[config.mk]
export PLATFORM = sky130hd
export DESIGN_NAME = idx_ea_unit
export DESIGN_NICKNAME = d
export VERILOG_FILES = /design/src/rtl/idx_ea_unit.sv
export SDC_FILE = /design/constraint.sdc
export NUM_CORES = 1
export LEC_CHECK = 0
export BUFFER_PORTS_ARGS = -buffer_cell sky130_fd_sc_hd__buf_2
export CAP_MARGIN = 20
export CORE_MARGIN = 5
export CORE_UTILIZATION = 55
export DETAILED_ROUTE_END_ITERATION = 8
export PLACE_DENSITY = 0.87
export SYNTH_ARGS = -nofsm -noshare
export SYNTH_HDL_FRONTEND = slang
export SYNTH_SLANG_ARGS = --single-unit
[constraint.sdc]
create_clock -name clk -period 4.04 [get_ports clk]
set_input_delay 0.404 -clock clk [delete_from_list [all_inputs] [get_ports clk]]
set_output_delay 0.404 -clock clk [all_outputs]
set_load 0.05 [all_outputs]
[src/rtl/idx_ea_unit.sv]
module idx_ea_unit #(
  parameter int AW = 16,
  parameter int DW = 8
) (
  input  logic          clk,
  input  logic          rst_n,
  input  logic          start,
  input  logic [7:0]    post,
  input  logic [AW-1:0] reg_x,
  input  logic [AW-1:0] reg_y,
  input  logic [AW-1:0] reg_u,
  input  logic [AW-1:0] reg_s,
  input  logic [AW-1:0] reg_pc,
  input  logic [DW-1:0] acc_a,
  input  logic [DW-1:0] acc_b,
  output logic          mem_rd,
  output logic [AW-1:0] mem_addr,
  input  logic [DW-1:0] mem_data,
  output logic          done,
  output logic          illegal,
  output logic [AW-1:0] ea,
  output logic [1:0]    idx_sel,
  output logic          idx_wr,
  output logic [AW-1:0] idx_new,
  output logic [AW-1:0] pc_new
);
  localparam int XW = AW - DW;

  typedef enum logic [2:0] {S_IDLE, S_EXT1, S_EXT2, S_CALC, S_PTR1, S_PTR2, S_FIN} st_t;
  st_t st;

  logic [7:0]    pb;
  logic [AW-1:0] pc_r, base_r, ext_r, addr_r, ea_r, idx_r;
  logic [DW-1:0] a_r, b_r, hi_r;
  logic          ill_r, wr_r;

  logic [7:0] pbx;
  logic [3:0] nib;
  logic       ind, bad;
  logic [1:0] nx;
  logic [AW-1:0] sel_reg, offv, basev, sum;

  assign pbx = (st == S_IDLE) ? post : pb;
  assign nib = pbx[3:0];
  assign ind = pbx[7] & pbx[4];
  assign bad = pbx[7] & ((nib == 4'h7) | (nib == 4'hA) | (nib == 4'hE) |
               ((nib == 4'hF) & ~(ind & (pbx[6:5] == 2'b00))) |
               (ind & ((nib == 4'h0) | (nib == 4'h2))));
  assign nx = !pbx[7] ? 2'd0 :
              ((nib == 4'h8) | (nib == 4'hC)) ? 2'd1 :
              ((nib == 4'h9) | (nib == 4'hD) | (nib == 4'hF)) ? 2'd2 : 2'd0;

  always_comb begin
    case (post[6:5])
      2'b00:   sel_reg = reg_x;
      2'b01:   sel_reg = reg_y;
      2'b10:   sel_reg = reg_u;
      default: sel_reg = reg_s;
    endcase
  end

  always_comb begin
    offv = '0;
    if (!pb[7]) offv = {{(AW-5){pb[4]}}, pb[4:0]};
    else begin
      case (pb[3:0])
        4'h2:                offv = '1;
        4'h3:                offv = {{(AW-2){1'b1}}, 2'b10};
        4'h5:                offv = {{XW{b_r[DW-1]}}, b_r};
        4'h6:                offv = {{XW{a_r[DW-1]}}, a_r};
        4'h8, 4'hC:          offv = {{XW{ext_r[DW-1]}}, ext_r[DW-1:0]};
        4'h9, 4'hD, 4'hF:    offv = ext_r;
        4'hB:                offv = {a_r, b_r};
        default:             offv = '0;
      endcase
    end
  end

  assign basev = (pb[7] && (pb[3:0] == 4'hC || pb[3:0] == 4'hD)) ? pc_r :
                 (pb[7] && pb[3:0] == 4'hF) ? '0 : base_r;
  assign sum = basev + offv;

  always_ff @(posedge clk) begin
    if (!rst_n) begin
      st <= S_IDLE;
      pb <= '0; pc_r <= '0; base_r <= '0; ext_r <= '0; addr_r <= '0;
      ea_r <= '0; idx_r <= '0; a_r <= '0; b_r <= '0; hi_r <= '0;
      ill_r <= 1'b0; wr_r <= 1'b0;
    end else begin
      case (st)
        S_IDLE: if (start) begin
          pb <= post; pc_r <= reg_pc; base_r <= sel_reg; idx_r <= sel_reg;
          a_r <= acc_a; b_r <= acc_b; ext_r <= '0; ea_r <= '0;
          ill_r <= bad; wr_r <= 1'b0;
          st <= bad ? S_FIN : (nx != 2'd0) ? S_EXT1 : S_CALC;
        end
        S_EXT1: begin
          ext_r <= {ext_r[AW-DW-1:0], mem_data};
          pc_r  <= pc_r + 1'b1;
          st    <= (nx == 2'd2) ? S_EXT2 : S_CALC;
        end
        S_EXT2: begin
          ext_r <= {ext_r[AW-DW-1:0], mem_data};
          pc_r  <= pc_r + 1'b1;
          st    <= S_CALC;
        end
        S_CALC: begin
          addr_r <= sum;
          if (pb[7] && pb[3:2] == 2'b00) begin
            wr_r  <= 1'b1;
            idx_r <= (pb[3:0] == 4'h0) ? base_r + 1'b1 :
                     (pb[3:0] == 4'h1) ? base_r + 2'd2 : sum;
          end
          if (ind) st <= S_PTR1;
          else begin
            ea_r <= sum;
            st   <= S_FIN;
          end
        end
        S_PTR1: begin
          hi_r <= mem_data;
          st   <= S_PTR2;
        end
        S_PTR2: begin
          ea_r <= {hi_r, mem_data};
          st   <= S_FIN;
        end
        default: st <= S_IDLE;
      endcase
    end
  end

  assign mem_rd   = (st == S_EXT1) | (st == S_EXT2) | (st == S_PTR1) | (st == S_PTR2);
  assign mem_addr = (st == S_PTR1) ? addr_r :
                    (st == S_PTR2) ? addr_r + 1'b1 : pc_r;
  assign done     = (st == S_FIN);
  assign illegal  = done & ill_r;
  assign idx_wr   = done & wr_r;
  assign ea       = ea_r;
  assign idx_new  = idx_r;
  assign idx_sel  = pb[6:5];
  assign pc_new   = pc_r;
endmodule

==> flow_metrics.py <==
metrics = {
    "critical_path": {
        "timing_worst_setup_path_type": "register to register",
        "worstPathArrival_ps": 4010,
        "cp_max_fo": 9,
        "worstPathRequired_ps": 4350,
        "critPathLaunchType": "register",
        "timing.critical_path.to_type": "register",
    },
    "cts": {
        "clock_tree.htree_level_count": 4,
        "cts_made_buffers": 17,
        "clock_sinks": 133,
        "cts_tree": "done",
        "cts.repair_timing.setup_buffer_count": 0,
        "clock_latency_ps": 430,
        "worst_case_clock_buffer_depth": 2,
        "clk_pin_slew_ps": 60,
        "cts_root_buffer": "clkbuf_16",
    },
    "cells_and_area": {
        "flow.area_growth_from_synthesis_pct": 19.6,
        "layout.area.seq_mm2": 0.00266,
        "layout.cells.non_filler": 1455,
        "final_layout_size_suffix_gt1_share_pct": 21.6,
        "multi_input_gate_area_in_the_final_layout_mm2": 0.00530,
        "nFillCells": 1303,
        "finish.utilization_pct": 66.4,
        "nNetsFinal": 1389,
    },
    "logic_synthesis": {
        "postSynth.topFlopCell": "dfxtp_1",
        "synth.largest_area_cell": "dfxtp_1",
        "synth_fp_nets": 1253,
        "number_of_flops_mapped_to_enable_cells_by_yosys": 0,
        "post_synth_instance_area_mm2": 0.00834,
        "netlist_top_cells_area": "dfxtp_1, nand2_1, a21oi_1",
        "synth_top_area_share_pct": 31.9,
        "syn-mean-instance-area_um2": 7.46,
        "ys_top_cells_by_count": "nand2_1, dfxtp_1, a21oi_1",
        "synthesis.yosys.warnings": 0,
        "post-synth-top-count-cell": "nand2_1",
        "yosysSeqAreaShare_pct": 31.9,
        "postSynthCellCount": 1118,
        "ys_async_sr_fraction_pct": 0,
        "synth_seq_cells": 133,
        "synth_cell_types": 66,
    },
    "timing": {
        "drv_slew": 0,
        "setup_tns_ps": 0,
        "timing.final.crit_share_pct": 91.4,
        "period_minus_slack_ps": 3690,
        "fmax_ghz": 0.271,
        "grt_setup_unrepaired": "no",
        "final-setup-viol-count": 0,
        "slew_headroom_pct": 42.9,
        "hold_viol_final": 0,
        "timing_worst_slew_pin_value_ps": 857,
        "finalClockSkew_ps": 6.97,
        "final.setup.worst_slack_ps": 346,
    },
    "global_routing": {
        "globalRouteOverflowTotal": 0,
        "grt_max_degree": 58,
        "vias_in_the_first_global_route": 8395,
        "antenna_violations_before_repair": 1,
        "grt_first_pass_wirelength_um": 44000,
        "overall_track_demand_over_capacity_in_global_routing_pct": 31.2,
    },
    "routing": {
        "post_drt_wl_per_cell_um": 19.6,
        "drt-initial-drc-count": 1253,
        "drt.antenna.violating_nets": 0,
        "total_wire_length_um": 28500,
        "drt_first_pass_iters": 6,
        "drt-vias-per-instance": 6.22,
        "via_count": 9045,
        "drc": 0,
    },
    "floorplan": {
        "die_width_um": 133,
        "initial_core_util_pct": 55.5,
        "placement_rows": 45,
        "coreArea_mm2": 0.0150,
        "design.die.area_mm2": 0.0177,
        "die_h_um": 133,
        "pin_count": 185,
    },
    "pwr": {
        "leakagePower_nw": 4.08,
        "irDropWorstVdd_mv": 0.351,
        "totalPowerFinal_mw": 7.13,
        "p_per_area_mw_per_mm2": 715,
    },
    "placed_design": {
        "detailedPlacementHpwl_um": 21200,
        "gp_congestion": 0.979,
        "dp_worst_setup_slack_ps": 230,
        "place.port_buffers": 184,
        "post-place-cells": 1422,
    },
    "run": {
        "timing.max_cap.violations": 0,
    },
    "worst_hold_path": {
        "min-delay-path-class": "input port to register",
    },
    "status": {
        "outcome": "complete, no violations",
    },
}
## routing by layer
layer / track usage, % / part of all wire [%] / vias up
met4: 12.9 / 3.9 / 0
met5: 0 / 0 / -
met3: 6.68 / 11 / 72
met1: 42.5 / 42 / 4172
li1: - / - / 4241
met2: 48.4 / 43 / 560
## cell usage in the layout, fill, tap and decap left out, types with 10 or more instances in the layout
cell type and instances:
nand2_1 256, buf_2 184, dfxtp_1 132, a21oi_1 110, o21ai_0 65, nor2_1 58
nand3_1 41, a21boi_1 34, xnor2_1 20, o211ai_1 20, buf_4 20, ha_1 19
xor2_1 18, clkbuf_16 17, o21ai_1 16, a211oi_1 16, mux4_2 16, a31oi_1 16
and3_1 15, mux2i_1 14, nand4_1 13, nor3_1 12, a21o_1 12, nand2b_1 10
inv_1 10
## worst paths after layout
check,from,end,slack (ps),cells after the start
worst max-delay path,pb[3],idx_new[15],350,15
worst min-delay path,acc_b[1],b_r[1],210,3
worst max register to register,pb[3],idx_new[15],350,15
worst min register to register,ill_r,ill_r,450,2
## flip-flops by register name (all words and copies together), names as in the netlist
name and cells:
ill_r 1, pc_new 16, addr_r 16, a_r 8
ext_r 16, st 3, wr_r 1, base_r 16
pb 8, ea 16, hi_r 8, b_r 8
idx_new 16
## repair_timing
item,CTS,global route
hold buffers,0,0
resized for setup,0,3
endpoints found under the setup margin,0,6
## where the power goes
part           internal [mW]  leakage [nW]  switching (mW)
Sequential              1.65          1.09           0.443
Clock                   1.13         0.309           0.612
Combinational          0.949          2.68            2.35
Total                   3.73          4.08            3.40
## kinds of logic (layout without fill, tap and decap cells)
group / Yosys count / count (layout) / synth area share, %
buffers and inverters: 101 / 249 / 4.93
adder cells (fa/ha/maj): 20 / 20 / 3.09
AND/OR/NAND/NOR: 447 / 447 / 23.7
XOR/XNOR: 38 / 38 / 3.99
other: 0 / 1 / 0
AO/OA/AOI/OAI: 343 / 343 / 25.5
flip-flops: 133 / 133 / 31.9
multiplexers: 36 / 36 / 6.85
## metrics by stage
stage               area (um2)  hold WS [ps]
floorplan                 8340           426
global placement          9300           435
detailed placement        9300           439
CTS                       9960           201
global route              9980           218
finish                    9980           208
## critical path, cell delays in order (launching register included)
cell	delay, ps
dfxtp_1	520
buf_4	230
nand2b_1	140
a21oi_1	90
nor2_1	320
o21ai_0	150
nand2_1	110
nand2_1	80
ha_1	410
and3_1	260
nand4_1	100
a21o_1	90
o211ai_1	140
a311oi_2	430
xnor2_1	180
a221o_1	340
## cell type report
type                            instances  share of cell area, %
Antenna cell                            1                 0.0251
Sequential cell                       133                   26.7
Multi-Input combinational cell        884                   53.1
Inverter                               14                  0.527
Timing Repair Buffer                  204                   10.7
Clock buffer                           20                   4.58
Tap cell                              188                   2.36
Clock inverter                         11                   1.99
No activity file was read; power rests on OpenSTA's default activity.
